<file path="src/rtl/proc_reset_pkg.sv">
package proc_reset_pkg;
  typedef enum logic [1:0] {
    ST_RESET   = 2'd0,
    ST_STRETCH = 2'd1,
    ST_HOLD    = 2'd2,
    ST_RUN     = 2'd3
  } seqState_t;

  typedef struct packed {
    logic cntClr;
    logic cntInc;
  } cntCmd_t;
endpackage

</file>
<file path="src/rtl/proc_reset_sync.sv">
module proc_reset_sync #(
  parameter int STAGES = 2
) (
  input  logic clk,
  input  logic rstInN,
  output logic syncRstN
);
  if (STAGES < 2) begin : g_badStages
    $error("proc_reset_sync: STAGES must be at least 2");
  end

  logic [STAGES-1:0] pipe;

  // Assertion clears at once; release ripples through the flops
  always_ff @(posedge clk or negedge rstInN) begin
    if (!rstInN) pipe <= '0;
    else         pipe <= {pipe[STAGES-2:0], 1'b1};
  end

  assign syncRstN = pipe[STAGES-1];
endmodule

</file>
<file path="src/rtl/proc_reset_dp.sv">
module proc_reset_dp
  import proc_reset_pkg::*;
#(
  parameter int CLKS_PER_MS = 100000,
  parameter int HOLD_CLKS   = 4
) (
  input  logic    clk,
  input  logic    syncRstN,
  input  cntCmd_t cmd,
  output logic    stretchEnd,
  output logic    holdEnd
);
  localparam int CNT_LIMIT = (CLKS_PER_MS > HOLD_CLKS) ? CLKS_PER_MS : HOLD_CLKS;
  localparam int CNT_W     = $clog2(CNT_LIMIT + 1);

  logic [CNT_W-1:0] cnt;

  always_ff @(posedge clk or negedge syncRstN) begin
    if (!syncRstN)       cnt <= '0;
    else if (cmd.cntClr) cnt <= '0;
    else if (cmd.cntInc) cnt <= cnt + 1'b1;
  end

  assign stretchEnd = (cnt == CNT_W'(CLKS_PER_MS - 1));
  assign holdEnd    = (cnt == CNT_W'(HOLD_CLKS - 1));

  // the shared counter never runs past the longer of the two windows
  p_cnt_in_range_r2: assert property (@(posedge clk) disable iff (!syncRstN)
    cnt < CNT_W'(CNT_LIMIT));
endmodule

</file>
<file path="src/rtl/proc_reset_ctrl.sv">
module proc_reset_ctrl
  import proc_reset_pkg::*;
(
  input  logic    clk,
  input  logic    syncRstN,
  input  logic    stretchEnd,
  input  logic    holdEnd,
  output cntCmd_t cmd,
  output logic    cpuRstN,
  output logic    strapDriveN,
  output logic    strapOe
);
  seqState_t state, stateNext;

  always_ff @(posedge clk or negedge syncRstN) begin
    if (!syncRstN) state <= ST_RESET;
    else           state <= stateNext;
  end

  always_comb begin
    stateNext  = state;
    cmd.cntClr = 1'b0;
    cmd.cntInc = 1'b0;
    case (state)
      ST_RESET: begin
        stateNext  = ST_STRETCH;
        cmd.cntClr = 1'b1;
      end
      ST_STRETCH: begin
        if (stretchEnd) begin
          stateNext  = ST_HOLD;
          cmd.cntClr = 1'b1;
        end else begin
          cmd.cntInc = 1'b1;
        end
      end
      ST_HOLD: begin
        if (holdEnd) begin
          stateNext  = ST_RUN;
          cmd.cntClr = 1'b1;
        end else begin
          cmd.cntInc = 1'b1;
        end
      end
      default: stateNext = ST_RUN;
    endcase
  end

  assign cpuRstN     = (state == ST_HOLD) || (state == ST_RUN);
  assign strapOe     = (state != ST_RUN);
  assign strapDriveN = 1'b0;

  // processor reset releases only at the end of a full stretch count
  p_release_after_stretch_r2: assert property (@(posedge clk) disable iff (!syncRstN)
    $rose(cpuRstN) |-> $past(stretchEnd));

  // strap was enabled during the cycles leading up to the release
  p_strap_setup_r4: assert property (@(posedge clk) disable iff (!syncRstN)
    $rose(cpuRstN) |-> ($past(strapOe, 1) && $past(strapOe, 4)));

  // strap is released only after the processor reset has been high for a while
  p_hold_min_r5: assert property (@(posedge clk) disable iff (!syncRstN)
    $fell(strapOe) |-> ($past(cpuRstN, 1) && $past(cpuRstN, 2)));

  // running state is kept until the next reset
  p_run_sticky_r6: assert property (@(posedge clk) disable iff (!syncRstN)
    (state == ST_RUN) |=> (state == ST_RUN));
endmodule

</file>
<file path="src/rtl/proc_reset_seq.sv">
module proc_reset_seq
  import proc_reset_pkg::*;
#(
  parameter int CLKS_PER_MS = 100000,
  parameter int HOLD_CLKS   = 4
) (
  input  logic clk,
  input  logic rstInN,
  output logic cpuRstN,
  output logic strapDriveN,
  output logic strapOe
);
  if (CLKS_PER_MS < 4) begin : g_badStretch
    $error("proc_reset_seq: CLKS_PER_MS must be at least 4 for strap setup");
  end
  if (HOLD_CLKS < 2 || HOLD_CLKS > 20) begin : g_badHold
    $error("proc_reset_seq: HOLD_CLKS must lie in 2..20");
  end

  logic    syncRstN;
  logic    stretchEnd;
  logic    holdEnd;
  cntCmd_t cmd;

  proc_reset_sync #(.STAGES(2)) u_sync (
    .clk      (clk),
    .rstInN   (rstInN),
    .syncRstN (syncRstN)
  );

  proc_reset_dp #(.CLKS_PER_MS(CLKS_PER_MS), .HOLD_CLKS(HOLD_CLKS)) u_dp (
    .clk        (clk),
    .syncRstN   (syncRstN),
    .cmd        (cmd),
    .stretchEnd (stretchEnd),
    .holdEnd    (holdEnd)
  );

  proc_reset_ctrl u_ctrl (
    .clk         (clk),
    .syncRstN    (syncRstN),
    .stretchEnd  (stretchEnd),
    .holdEnd     (holdEnd),
    .cmd         (cmd),
    .cpuRstN     (cpuRstN),
    .strapDriveN (strapDriveN),
    .strapOe     (strapOe)
  );

  // platform reset low forces processor reset low
  p_follow_input_r1: assert property (@(posedge clk)
    !rstInN |-> !cpuRstN);
endmodule

</file>
<file path="config.mk">
export PLATFORM = sky130hd
export DESIGN_NAME = proc_reset_seq
export DESIGN_NICKNAME = d
export VERILOG_FILES = /design/src/rtl/proc_reset_pkg.sv /design/src/rtl/proc_reset_sync.sv /design/src/rtl/proc_reset_dp.sv /design/src/rtl/proc_reset_ctrl.sv /design/src/rtl/proc_reset_seq.sv
export SDC_FILE = /design/constraint.sdc
export NUM_CORES = 1
export LEC_CHECK = 0
export CAP_MARGIN = 10
export CORE_MARGIN = 2
export CORE_UTILIZATION = 62
export DETAILED_ROUTE_END_ITERATION = 8
export GPL_ROUTABILITY_DRIVEN = 0
export PLACE_DENSITY = 0.81
export SKIP_CTS_REPAIR_TIMING = 1
export SYNTH_ARGS = -nofsm -noshare
export SYNTH_HDL_FRONTEND = slang
export SYNTH_SLANG_ARGS = --single-unit
</file>
<file path="constraint.sdc">
create_clock -name clk -period 2.4 [get_ports clk]
set_input_delay 0.72 -clock clk [delete_from_list [all_inputs] [get_ports clk]]
set_output_delay 0.72 -clock clk [all_outputs]
set_load 0.01 [all_outputs]
</file>
* Yosys cells after proc, flatten, opt, wreduce, memory -nomap -nowiden
Cells that the tools add are included.
** Cells by class
- $add $sub $neg :: 1
- Equality and inequality tests :: 8
- Reduce and logical (&&, ||, !) cells :: 4
- Multiplexer cells :: 11
** Operators by type and width (count)
- two-way mux 17 bit :: 2
- adder 17 x 1 -> 17 bit, second input constant :: 1
- equality test 17 bit, second input constant :: 1
- equality test 17 x 2 -> 1 bit, second input constant :: 1
- inequality test 2 bit, second input constant :: 3
- one-hot mux 2 bit (3 select lines) :: 1
- equality test 2 bit, second input constant :: 2
- two-way mux 1 bit :: 4
- two-way mux 2 bit :: 2
- one-hot mux 1 bit (3 select lines) :: 1
- equality test 2 x 1 -> 1 bit, second input constant :: 1
- zero test 2 bit :: 1
- one-hot mux 1 bit (2 select lines) :: 1
- AND reduction 2 bit :: 1
- nonzero test 2 bit :: 1
- logical OR 1 bit :: 1
** Word-level totals
- Flip-flop bits (word level) :: 21
- Output and inout bits :: 3
- Logic and storage cells :: 27

* Longest topological paths before layout
Gate-level depths: netlist of run 1.
- Depth after elaboration :: 5
- Mapped depth :: 6
- Mapped depth without buffers :: 5

* Cells and area by module
Synthesis of run 1 repeated with hierarchy kept, for this count alone.
** Second synthesis, totals
- Cells, all modules :: 125
- Area, all modules :: 1218.7 sq um
** Modules (own cells, without submodules)
- proc_reset_dp :: area an instance 943.4 sq um, cells an instance 99, instances 1
- proc_reset_ctrl :: area an instance 221.5 sq um, cells an instance 23, instances 1
- proc_reset_sync :: area an instance 53.8 sq um, cells an instance 3, instances 1

* Least setup slack after synthesis of run 1
Ideal clock, no wire load.
- Path kind :: register -> register
- From :: register u_dp.cnt[0]
- To :: register u_dp.cnt[14]
- Data arrival time :: 2.050 ns
- Clock period less this slack :: 2.202 ns
- Required time :: 2.249 ns
- Cell stages (with the launch flop) :: 7
- Library setup time :: 0.151 ns
- Setup slack :: 0.198 ns
- Path through :: dfrtp_1 > ha_1 > or4b_1 > or4_4 > o21ai_4 > buf_6 > a22oi_1
** Between the ends
- Longest elaborated chain between the ends :: 4
- Elaborated cells on any way between the ends :: 12
- Classes of those cells :: 1 x add/sub; 2 x eq/ne; 8 x mux; 1 x reduce/logical
** Ends and longest elaborated chain
- start, declared :: RTL line proc_reset_dp.sv:16 : logic [CNT_W-1:0] cnt;
- start signal, assigned :: RTL line proc_reset_dp.sv:21 : else if (cmd.cntInc) cnt <= cnt + 1'b1;
- branches (longest 4 deep; another with adder 17 x 1 -> 17 bit)
Several ways; the timed one is not identified. The select of a mux whose other input is x is not followed.
A chain may end at the register's enable or synchronous reset.

* Worst setup path after layout of run 1
- From :: register u_dp.cnt[0]
- To :: register u_dp.cnt[9]
Same word-level chain as after synthesis.

==> results of run 1 <==
-- cells by family after synthesis --
logic type               after synthesis
XOR/XNOR                               8
flip-flops                            21
buffers and inverters                 10
AO/OA/AOI/OAI                         31
other                                  2
adder cells (fa/ha/maj)                1
AND/OR/NAND/NOR                       41
-- placed cells by master, fill, tap and decap left out, drive strengths merged, types with 2 or more instances in the layout --
cell type       n
o31ai           3
and2            3
dfrtp          21
o21ai           7
xor2            7
nand4           8
a21oi           8
clkdlybuf4s50   3
buf            10
inv             2
or4b            2
nand3           4
a31oi           2
a22oi           8
conb            2
or4             7
nand2          10
clkbuf          3
and3            2
or3             3
-- flip-flops by register name (all words and copies together), names as in the netlist --
signal        cells
u_dp.cnt         17
u_ctrl.state      2
u_sync.pipe       2
-- report_power, final --
part	internal, mW	total (mW)	switching (mW)	leakage [nW]
registers	0.355	0.361	0.00613	0.260
clock network	0.0623	0.172	0.110	0.0177
logic	0.00144	0.00287	0.00143	0.293
total	0.419	0.537	0.118	0.571
-- through the flow --
step	utilization (%)	hold slack, ns	cells	setup WS [ns]
6_report	73.26	0.3137	148	0.1355
5_1_grt	73.26	0.3703	148	0.03472
4_1_cts	71.96	0.3340	145	0.06508
3_5_place_dp	70.36	0.3267	141	0.1065
3_3_place_gp	70.36	0.3192	141	0.1580
2_1_floorplan	-	0.2401	114	0.1983
-- worst register-to-register path, stage by stage (launching register included) --
cell and delay (ns):
dfrtp_1 0.42, ha_1 0.22, or4b_1 0.47, or4_4 0.58, o21ai_4 0.19, buf_4 0.18, a22oi_1 0.09
-- layer usage --
metal | share of wire [%] | routed length [um] | up-vias | global-route usage, %
met5 | 0 | 0 | - | 0
met2 | 50 | 1191 | 34 | 38.08
met3 | 5.2 | 125 | 6 | 5.385
met4 | 1.0 | 25 | 0 | 8.333
met1 | 44 | 1046 | 481 | 34.15
li1 | - | - | 444 | -
-- worst max path at each step --
stage	start	endpoint	depth (start not counted)
after floorplan	u_dp.cnt[0]$_DFFE_PN0P_	u_dp.cnt[14]$_DFFE_PN0P_	6
after global placement	u_dp.cnt[0]$_DFFE_PN0P_	u_dp.cnt[13]$_DFFE_PN0P_	5
after detailed placement	u_dp.cnt[0]$_DFFE_PN0P_	u_dp.cnt[13]$_DFFE_PN0P_	5
after CTS	u_dp.cnt[0]$_DFFE_PN0P_	u_dp.cnt[13]$_DFFE_PN0P_	5
after global routing	u_dp.cnt[0]$_DFFE_PN0P_	u_dp.cnt[9]$_DFFE_PN0P_	6
final	u_dp.cnt[0]$_DFFE_PN0P_	u_dp.cnt[9]$_DFFE_PN0P_	6
-- layout make-up --
class	count	area share, %
tap	25	2.473
timing repair buffer	13	8.309
clock inverter	1	0.3956
clock buffer	3	1.780
multi-input combinational	83	44.91
sequential	21	41.54
inverter	2	0.5935
==> impl_metrics.env, run 1 <==
export IMPL_start_kind="flop"
export IMPL_syn_nets=117
export IMPL_synth_main_ff_cell="dfrtp_1"
export IMPL_cts_max_path_buffers=2
export IMPL_synth_fa_ha_area_share_pct=1.092
export IMPL_start_util_pct=66.38
export IMPL_synth_most_common_cell="dfrtp_1"
export IMPL_ant_nets=0
export IMPL_nFillCells=137
export IMPL_worst_setup_path_end_kind="flop"
export IMPL_muxShareOfSynthArea_pct=0
export IMPL_clk_pin_slew_ns=0.12
export IMPL_cts_tree="yes"
export IMPL_io_buffers=3
export IMPL_synth_simple_gate_area_share_pct=22.27
export IMPL_arrival_ns=2.46
export IMPL_cp_top_family="simple AND/OR/NAND/NOR gates"
export IMPL_synth_top_family_by_area="simple AND/OR/NAND/NOR gates"
export IMPL_drt_iter0_drc=36
export IMPL_grt_max_degree=20
export IMPL_clk_latency_ns=0.31
export IMPL_layout_nets=127
export IMPL_hold_viol_final=0
export IMPL_ir_drop_uv=267.4
export IMPL_leakagePower_nw=0.5708
export IMPL_die_height_um=47.00
export IMPL_hp_class="reg2async"
export IMPL_vias_per_cell=6.520
export IMPL_cp_required_ns=2.60
export IMPL_rrSetupSlack_ns=0.14
export IMPL_syn_cell_area_mm2=0.001146
export IMPL_routed_wl_mm=2.389
export IMPL_fmax_mhz=441.6
export IMPL_route_detailed_drc=0
export IMPL_outcome="finished clean"
export IMPL_cts_inserted_buffers=3
export IMPL_post_dp_hpwl_mm=1.630
export IMPL_finalInstanceArea_mm2=0.001265
export IMPL_max_cap_violations=0
export IMPL_synth_area_leaders="dfrtp_1, xor2_1, a22oi_1"
export IMPL_firstDrtPassIters=4
export IMPL_antenna_found_initial=0
export IMPL_grt_pass1_wl_mm=3.774
export IMPL_ys_seq_area_share_pct=45.85
export IMPL_synth_xor_area_share_pct=6.114
export IMPL_setup_viol=0
export IMPL_synth_edf_count=0
export IMPL_seqCellArea_um2=525.5
export IMPL_overflow=0
export IMPL_placed_area_mm2=0.001215
export IMPL_yosysWarnings=0
export IMPL_rows=15
export IMPL_crit_type="reg2reg"
export IMPL_synth_cell_type_count=33
export IMPL_dieArea_mm2=0.002209
export IMPL_ys_ff_latch=21
export IMPL_synth_commonest_cells="dfrtp_1, nand2_1, a21oi_1, a22oi_1, nand4_1"
export IMPL_r2r_end="u_dp.cnt[9]$_DFFE_PN0P_"
export IMPL_r2r_cells=6
export IMPL_slowest_delay_ns=0.58
export IMPL_fin_crit_ns=2.264
export IMPL_cp_num_buf_inv=1
export IMPL_fin_crit_sh_pct=94.35
export IMPL_numClockSinks=21
export IMPL_finalClockSkew_ns=0.003053
export IMPL_path_cells="ha_1 -> or4b_1 -> or4_4 -> o21ai_4 -> buf_4 -> a22oi_1"
export IMPL_grt_setup_unrepaired="false"
export IMPL_chipWidth_um=47.00
export IMPL_finalSetupTns_ns=0
export IMPL_grt_total_usage_pct=24.52
export IMPL_drive_gt1_share_pct=17.07
export IMPL_cts_max_level=1
export IMPL_areaGrowthSynthToFinish_pct=10.37
export IMPL_routedWlPerCell_um=16.14
export IMPL_antenna_cells=0
export IMPL_vias=965
export IMPL_report_final_slew_viol_count=0
export IMPL_synthArstFlopShare_pct=100.0
export IMPL_max_slew_margin_rel_pct=50.55
export IMPL_clockRootBuffer="clkbuf_4"
export IMPL_tightest_slew_ns=0.7418
export IMPL_cpMaxStageDelayCell="or4_4"
export IMPL_io_pins=5
export IMPL_syn_inst=114
export IMPL_multi_input_area_um2=568.0
export IMPL_syn_area_per_cell_um2=10.05
export IMPL_power_density_mw_per_mm2=424.4
export IMPL_synth_top_area_cell="dfrtp_1"
export IMPL_core_area_mm2=0.001727
export IMPL_synth_compound_area_share_pct=19.43
export IMPL_cp_max_fo=9
export IMPL_synth_top_area_share_pct=45.85
export IMPL_regToRegStartpoint="u_dp.cnt[0]$_DFFE_PN0P_"
export IMPL_finalPower_mw=0.5368
export IMPL_grt_pass1_vias=817
No activity file was read; power rests on OpenSTA's default activity.
==> inputs of run 2 (changes only) <==
--- a/config.mk
+++ b/config.mk
@@ -5,13 +5,15 @@
 export SDC_FILE = /design/constraint.sdc
 export NUM_CORES = 1
 export LEC_CHECK = 0
+export ABC_CLOCK_PERIOD_IN_PS = 2400
 export CAP_MARGIN = 10
 export CORE_MARGIN = 2
-export CORE_UTILIZATION = 62
+export CORE_UTILIZATION = 63
 export DETAILED_ROUTE_END_ITERATION = 8
 export GPL_ROUTABILITY_DRIVEN = 0
-export PLACE_DENSITY = 0.81
+export PLACE_DENSITY = 0.82
 export SKIP_CTS_REPAIR_TIMING = 1
 export SYNTH_ARGS = -nofsm -noshare
 export SYNTH_HDL_FRONTEND = slang
+export SYNTH_HIERARCHICAL = 1
 export SYNTH_SLANG_ARGS = --single-unit
==> impl_metrics.env, run 2 <==
export IMPL_synth_top_area_share_pct=43.12
export IMPL_vias=1106
export IMPL_clockRootBuffer="clkbuf_4"
export IMPL_chipWidth_um=47.98
export IMPL_finalClockSkew_ns=0.005173
export IMPL_grt_setup_unrepaired="true"
export IMPL_syn_inst=125
export IMPL_synth_commonest_cells="dfrtp_1, nor2_1, xnor2_1"
export IMPL_layout_nets=161
export IMPL_routed_wl_mm=3.644
export IMPL_violations="negative setup slack"
export IMPL_tightest_slew_ns=0.7427
export IMPL_synth_top_family_by_area="simple AND/OR/NAND/NOR gates"
export IMPL_nFillCells=65
export IMPL_route_detailed_drc=0
export IMPL_hp_class="reg2async"
export IMPL_instances_no_fill=176
export IMPL_ant_nets=0
export IMPL_grt_total_usage_pct=27.73
export IMPL_arrival_ns=2.81
export IMPL_use_met2_pct=45.87
export IMPL_leakagePower_nw=0.7423
export IMPL_syn_area_per_cell_um2=9.749
export IMPL_muxShareOfSynthArea_pct=2.567
export IMPL_hold_viol_final=0
export IMPL_core_area_mm2=0.001764
export IMPL_overflow=0
export IMPL_synth_cell_type_count=36
export IMPL_gr_usage_met3_pct=4.528
export IMPL_firstDrtPassIters=4
export IMPL_cp_num_buf_inv=0
export IMPL_synth_main_ff_cell="dfrtp_1"
export IMPL_io_pins=5
export IMPL_cpMaxStageDelayCell="dfrtp_1"
export IMPL_cts_max_path_buffers=2
export IMPL_ir_drop_uv=450.6
export IMPL_path_cells="ha_4 -> nor4b_4 -> nand2_2 -> nor4_4 -> a221oi_2 -> nor2_4 -> o2111ai_4 -> nor4_4 -> xnor2_1 -> nor2_1"
export IMPL_antenna_found_initial=0
export IMPL_fin_crit_sh_pct=109.3
export IMPL_p_sw_mw=0.1216
export IMPL_grt_busiest_layer="met2"
export IMPL_synth_area_leaders="dfrtp_1, ha_1, xnor2_1"
export IMPL_yosysWarnings=6
export IMPL_max_slew_margin_rel_pct=50.49
export IMPL_final_cell_mix="buf_4, dfrtp_1, nor2_1"
export IMPL_antenna_cells=0
export IMPL_vias_per_cell=6.284
export IMPL_worst_setup_path_end_kind="flop"
export IMPL_power_frac_seq_pct=66.7
export IMPL_synth_compound_area_share_pct=8.932
export IMPL_top_regs="u_dp/cnt (17), u_ctrl/state (2), u_sync/pipe (2)"
export IMPL_ys_seq_area_share_pct=43.12
export IMPL_cp_max_fo=7
export IMPL_drt_iter0_drc=68
export IMPL_io_buffers=3
export IMPL_use_met1_pct=36.04
export IMPL_fmax_mhz=381.2
export IMPL_finalPower_mw=0.5419
export IMPL_outcome="complete, but fails checks"
export IMPL_top_register="u_dp/cnt"
export IMPL_cp_required_ns=2.59
export IMPL_clk_latency_ns=0.31
export IMPL_dp_slack_ns=-0.04487
export IMPL_synth_xor_area_share_pct=8.624
export IMPL_start_kind="flop"
export IMPL_synthArstFlopShare_pct=100.0
export IMPL_synth_edf_count=0
export IMPL_post_dp_hpwl_mm=1.971
export IMPL_power_density_mw_per_mm2=334.5
export IMPL_areaGrowthSynthToFinish_pct=32.96
export IMPL_cts_tree="yes"
export IMPL_comb_power_share_pct=0.5
export IMPL_start_util_pct=69.08
export IMPL_syn_nets=134
export IMPL_sw_frac_of_total_pct=22.44
export IMPL_grt_pass1_wl_mm=4.257
export IMPL_synth_fa_ha_area_share_pct=7.187
export IMPL_crit_type="reg2reg"
export IMPL_cts_max_level=1
export IMPL_grt_pass1_vias=966
export IMPL_routedWlPerCell_um=20.70
export IMPL_dieArea_mm2=0.002302
export IMPL_cp_top_family="simple AND/OR/NAND/NOR gates"
export IMPL_synth_simple_gate_area_share_pct=24.74
export IMPL_final_common_cell="buf_4"
export IMPL_rows=15
export IMPL_ys_ff_latch=21
export IMPL_crit_top_cell="nor4_4"
export IMPL_synth_top_area_cell="dfrtp_1"
export IMPL_clk_pin_slew_ns=0.12
export IMPL_slowest_delay_ns=0.43
export IMPL_clkPwrFrac_pct=32.8
export IMPL_dp_cells=165
export IMPL_report_final_slew_viol_count=0
export IMPL_cts_inserted_buffers=3
export IMPL_syn_cell_area_mm2=0.001219
export IMPL_setup_viol=13
export IMPL_max_cap_violations=0
export IMPL_largest_reg_flops=17
export IMPL_fin_ws_ns=-0.2231
export IMPL_numClockSinks=21
export IMPL_fin_crit_ns=2.623
export IMPL_grt_max_degree=20
export IMPL_die_height_um=47.98
export IMPL_p_int_mw=0.4203
export IMPL_drive_gt1_share_pct=35.10
[run 2: layout make-up]
cell class / instances / area, um2 / share of cell area, %
clock inverters: 1 / 7.507 / 0.4633
repair buffers: 27 / 220.2 / 13.59
well taps: 25 / 31.28 / 1.931
flip-flops and latches: 21 / 526.8 / 32.51
multi-input cells: 92 / 785.8 / 48.49
clock buffers: 3 / 22.52 / 1.390
inverters: 7 / 26.28 / 1.622
[run 2: metal layers]
layer  up-vias  routed length, um
met5         -                  0
met4         0                116
met3        17                257
met2        67               1788
met1       544               1481
li1        478                  -
[run 2: final timing paths]
path | slack [ns] | cells past startpoint | endpoint | from
setup / recovery | -0.22 | 10 | u_dp/cnt[14]$_DFFE_PN0P_ | u_dp/cnt[0]$_DFFE_PN0P_
hold / removal | 0.31 | 0 | u_dp/cnt[15]$_DFFE_PN0P_ | u_sync/pipe[1]$_DFF_PN0_
setup reg to reg | -0.22 | 10 | u_dp/cnt[14]$_DFFE_PN0P_ | u_dp/cnt[0]$_DFFE_PN0P_
hold reg to reg | 0.31 | 0 | u_dp/cnt[15]$_DFFE_PN0P_ | u_sync/pipe[1]$_DFF_PN0_
max in group asynchronous | 1.58 | 0 | u_dp/cnt[9]$_DFFE_PN0P_ | u_sync/pipe[1]$_DFF_PN0_
min in group clk | 0.37 | 0 | u_sync/pipe[1]$_DFF_PN0_ | u_sync/pipe[0]$_DFF_PN0_
[run 2: power by group through the flow]
stage	clock [mW]	combinational, mW	sequential [mW]
final	0.178	0.00290	0.361
after global routing	0.196	0.00319	0.363
after CTS	0.186	0.00283	0.362
after detailed placement	0	0.00283	0.369
after global placement	0	0.00277	0.368
after floorplan	0	0.00202	0.367
[run 2: logic make-up after synthesis]
| logic type | count (synthesis) |
|---|---|
| compound gates | 12 |
| xor+xnor | 12 |
| fa+ha+maj | 7 |
| buf+inv | 12 |
| flops | 21 |
| mux | 3 |
| other cells | 2 |
| simple gates | 56 |
[run 2: metrics by stage]
stage | TNS (ns) | instance area [um2] | utilization, % | hold slack [ns]
final | -1.092 | 1620 | 91.84 | 0.3103
after global routing | -2.797 | 1620 | 91.84 | 0.3875
after CTS | -0.4969 | 1449 | 82.13 | 0.3273
after detailed placement | -0.1218 | 1419 | 80.43 | 0.3248
after global placement | 0 | 1419 | 80.43 | 0.3183
after floorplan | 0 | 1255 | - | 0.2401
==> inputs of run 3 (changes only) <==
--- a/config.mk
+++ b/config.mk
@@ -8,10 +8,11 @@
 export ABC_CLOCK_PERIOD_IN_PS = 2400
 export CAP_MARGIN = 10
 export CORE_MARGIN = 2
-export CORE_UTILIZATION = 63
+export CORE_UTILIZATION = 65
+export CTS_BUF_LIST = sky130_fd_sc_hd__clkbuf_2 sky130_fd_sc_hd__clkbuf_4 sky130_fd_sc_hd__clkbuf_8
 export DETAILED_ROUTE_END_ITERATION = 8
 export GPL_ROUTABILITY_DRIVEN = 0
-export PLACE_DENSITY = 0.82
+export PLACE_DENSITY = 0.84
 export SKIP_CTS_REPAIR_TIMING = 1
 export SYNTH_ARGS = -nofsm -noshare
 export SYNTH_HDL_FRONTEND = slang
==> impl_metrics.env, run 3 (synthesis gave the netlist of run 2 again) <==
export IMPL_firstDrtPassIters=4
export IMPL_cp_required_ns=2.59
export IMPL_final_cell_mix="dfrtp_1, buf_4, nor2_1"
export IMPL_cts_max_path_buffers=2
export IMPL_instances_no_fill=174
export IMPL_report_final_slew_viol_count=0
export IMPL_rrSetupSlack_ns=-0.17
export IMPL_fin_crit_ns=2.572
export IMPL_clk_pin_slew_ns=0.11
export IMPL_final_common_cell="dfrtp_1"
export IMPL_core_area_mm2=0.001745
export IMPL_largest_reg_flops=17
export IMPL_start_util_pct=69.82
export IMPL_placed_area_mm2=0.001396
export IMPL_rows=15
export IMPL_fmax_mhz=388.8
export IMPL_tightest_slew_ns=0.7623
export IMPL_crit_type="reg2reg"
export IMPL_overflow=0
export IMPL_cts_inserted_buffers=3
export IMPL_power_density_mw_per_mm2=336.5
export IMPL_setup_viol=12
export IMPL_arrival_ns=2.76
export IMPL_drive_gt1_share_pct=35.57
export IMPL_routed_wl_mm=3.781
export IMPL_max_cap_violations=0
export IMPL_die_height_um=47.30
export IMPL_r2r_cells=11
export IMPL_io_pins=5
export IMPL_hp_class="reg2async"
export IMPL_final_util_pct=92.62
export IMPL_grt_pass1_vias=943
export IMPL_grt_setup_unrepaired="true"
export IMPL_hold_viol_final=0
export IMPL_grt_total_usage_pct=27.60
export IMPL_start_kind="flop"
export IMPL_finalInstanceArea_mm2=0.001617
export IMPL_areaGrowthSynthToFinish_pct=32.65
export IMPL_antenna_cells=0
export IMPL_fin_ws_ns=-0.1722
export IMPL_ir_drop_uv=386.2
export IMPL_grt_pass1_wl_mm=4.229
export IMPL_drt_iter0_drc=69
export IMPL_vias=1133
export IMPL_r2r_end="u_dp/cnt[5]$_DFFE_PN0P_"
export IMPL_clockRootBuffer="clkbuf_4"
export IMPL_finalClockSkew_ns=0.003174
export IMPL_chipWidth_um=47.30
export IMPL_dp_cells=162
export IMPL_vias_per_cell=6.511
export IMPL_outcome="complete, but fails checks"
export IMPL_grt_max_degree=20
export IMPL_max_slew_margin_rel_pct=49.18
export IMPL_finalPower_mw=0.5440
export IMPL_fin_crit_sh_pct=107.2
export IMPL_top_register="u_dp/cnt"
export IMPL_routedWlPerCell_um=21.73
export IMPL_route_detailed_drc=0
export IMPL_io_buffers=3
export IMPL_leakagePower_nw=0.7374
export IMPL_layout_nets=159
export IMPL_regToRegStartpoint="u_dp/cnt[9]$_DFFE_PN0P_"
export IMPL_dieArea_mm2=0.002237
export IMPL_finalSetupTns_ns=-1.250
export IMPL_cp_max_fo=4
export IMPL_cts_max_level=1
export IMPL_clk_latency_ns=0.30
export IMPL_top_regs="u_dp/cnt (17), u_ctrl/state (2), u_sync/pipe (2)"
export IMPL_antenna_found_initial=0
export IMPL_ant_nets=0
export IMPL_post_dp_hpwl_mm=1.914
export IMPL_cts_tree="yes"
export IMPL_numClockSinks=21
export IMPL_worst_setup_path_end_kind="flop"
export IMPL_violations="negative setup slack"
-- run 3: cell type report --
| cell class | instances | area, um2 |
|---|---|---|
| clock buffers | 4 | 30.03 |
| fillers | 54 | 128.9 |
| well taps | 25 | 31.28 |
| inverters | 7 | 26.28 |
| repair buffers | 25 | 211.5 |
| multi-input cells | 92 | 792.0 |
| flip-flops and latches | 21 | 525.5 |
-- run 3: metal layers --
layer / share of wire, % / track usage, % / vias to the layer above / wire [um]
met5: 0 / 0 / - / 0
met4: 6.3 / 10.00 / 0 / 237
met3: 9.5 / 4.231 / 30 / 361
met2: 48 / 48.11 / 84 / 1799
met1: 37 / 34.21 / 542 / 1383
li1: - / - / 477 / -
-- run 3: worst max path at each step --
stage                                      startpoint                       end  slack [ns]  depth (start not counted)
after floorplan               u_dp/cnt[0]$_DFFE_PN0P_  u_dp/cnt[13]$_DFFE_PN0P_        0.04                         12
after global placement        u_dp/cnt[1]$_DFFE_PN0P_  u_dp/cnt[13]$_DFFE_PN0P_       -0.02                         11
after detailed placement      u_dp/cnt[1]$_DFFE_PN0P_  u_dp/cnt[13]$_DFFE_PN0P_       -0.09                         11
after CTS                 u_ctrl/state[0]$_DFFE_PN0P_                   cpuRstN       -0.17                          4
after global routing          u_dp/cnt[9]$_DFFE_PN0P_  u_dp/cnt[15]$_DFFE_PN0P_       -0.27                         11
final                         u_dp/cnt[9]$_DFFE_PN0P_   u_dp/cnt[5]$_DFFE_PN0P_       -0.17                         11
-- run 3: per-stage QoR --
step                      setup WS (ns)  hold WS [ns]
final                           -0.1722        0.3234
after global routing            -0.2659        0.3892
after CTS                       -0.1652        0.3377
after detailed placement       -0.09415        0.3360
after global placement         -0.02009        0.3211
after floorplan                 0.04496        0.2401
-- run 3: critical path: stages (launching register included) --
cell and delay [ns]:
dfrtp_1 0.45, nor4_1 0.44, nand2_1 0.16, nor2_2 0.19
nand2b_4 0.17, o21ai_2 0.07, and2_4 0.19, o211ai_4 0.29
buf_6 0.17, nor3_4 0.04, xnor2_1 0.23, nor2_1 0.08
-- run 3: power by group --
group          switching (mW)  total (mW)  internal [mW]
sequential            0.00626       0.362          0.355
combinational         0.00148     0.00292        0.00144
clock                   0.104       0.180         0.0760
total                   0.111       0.544          0.433
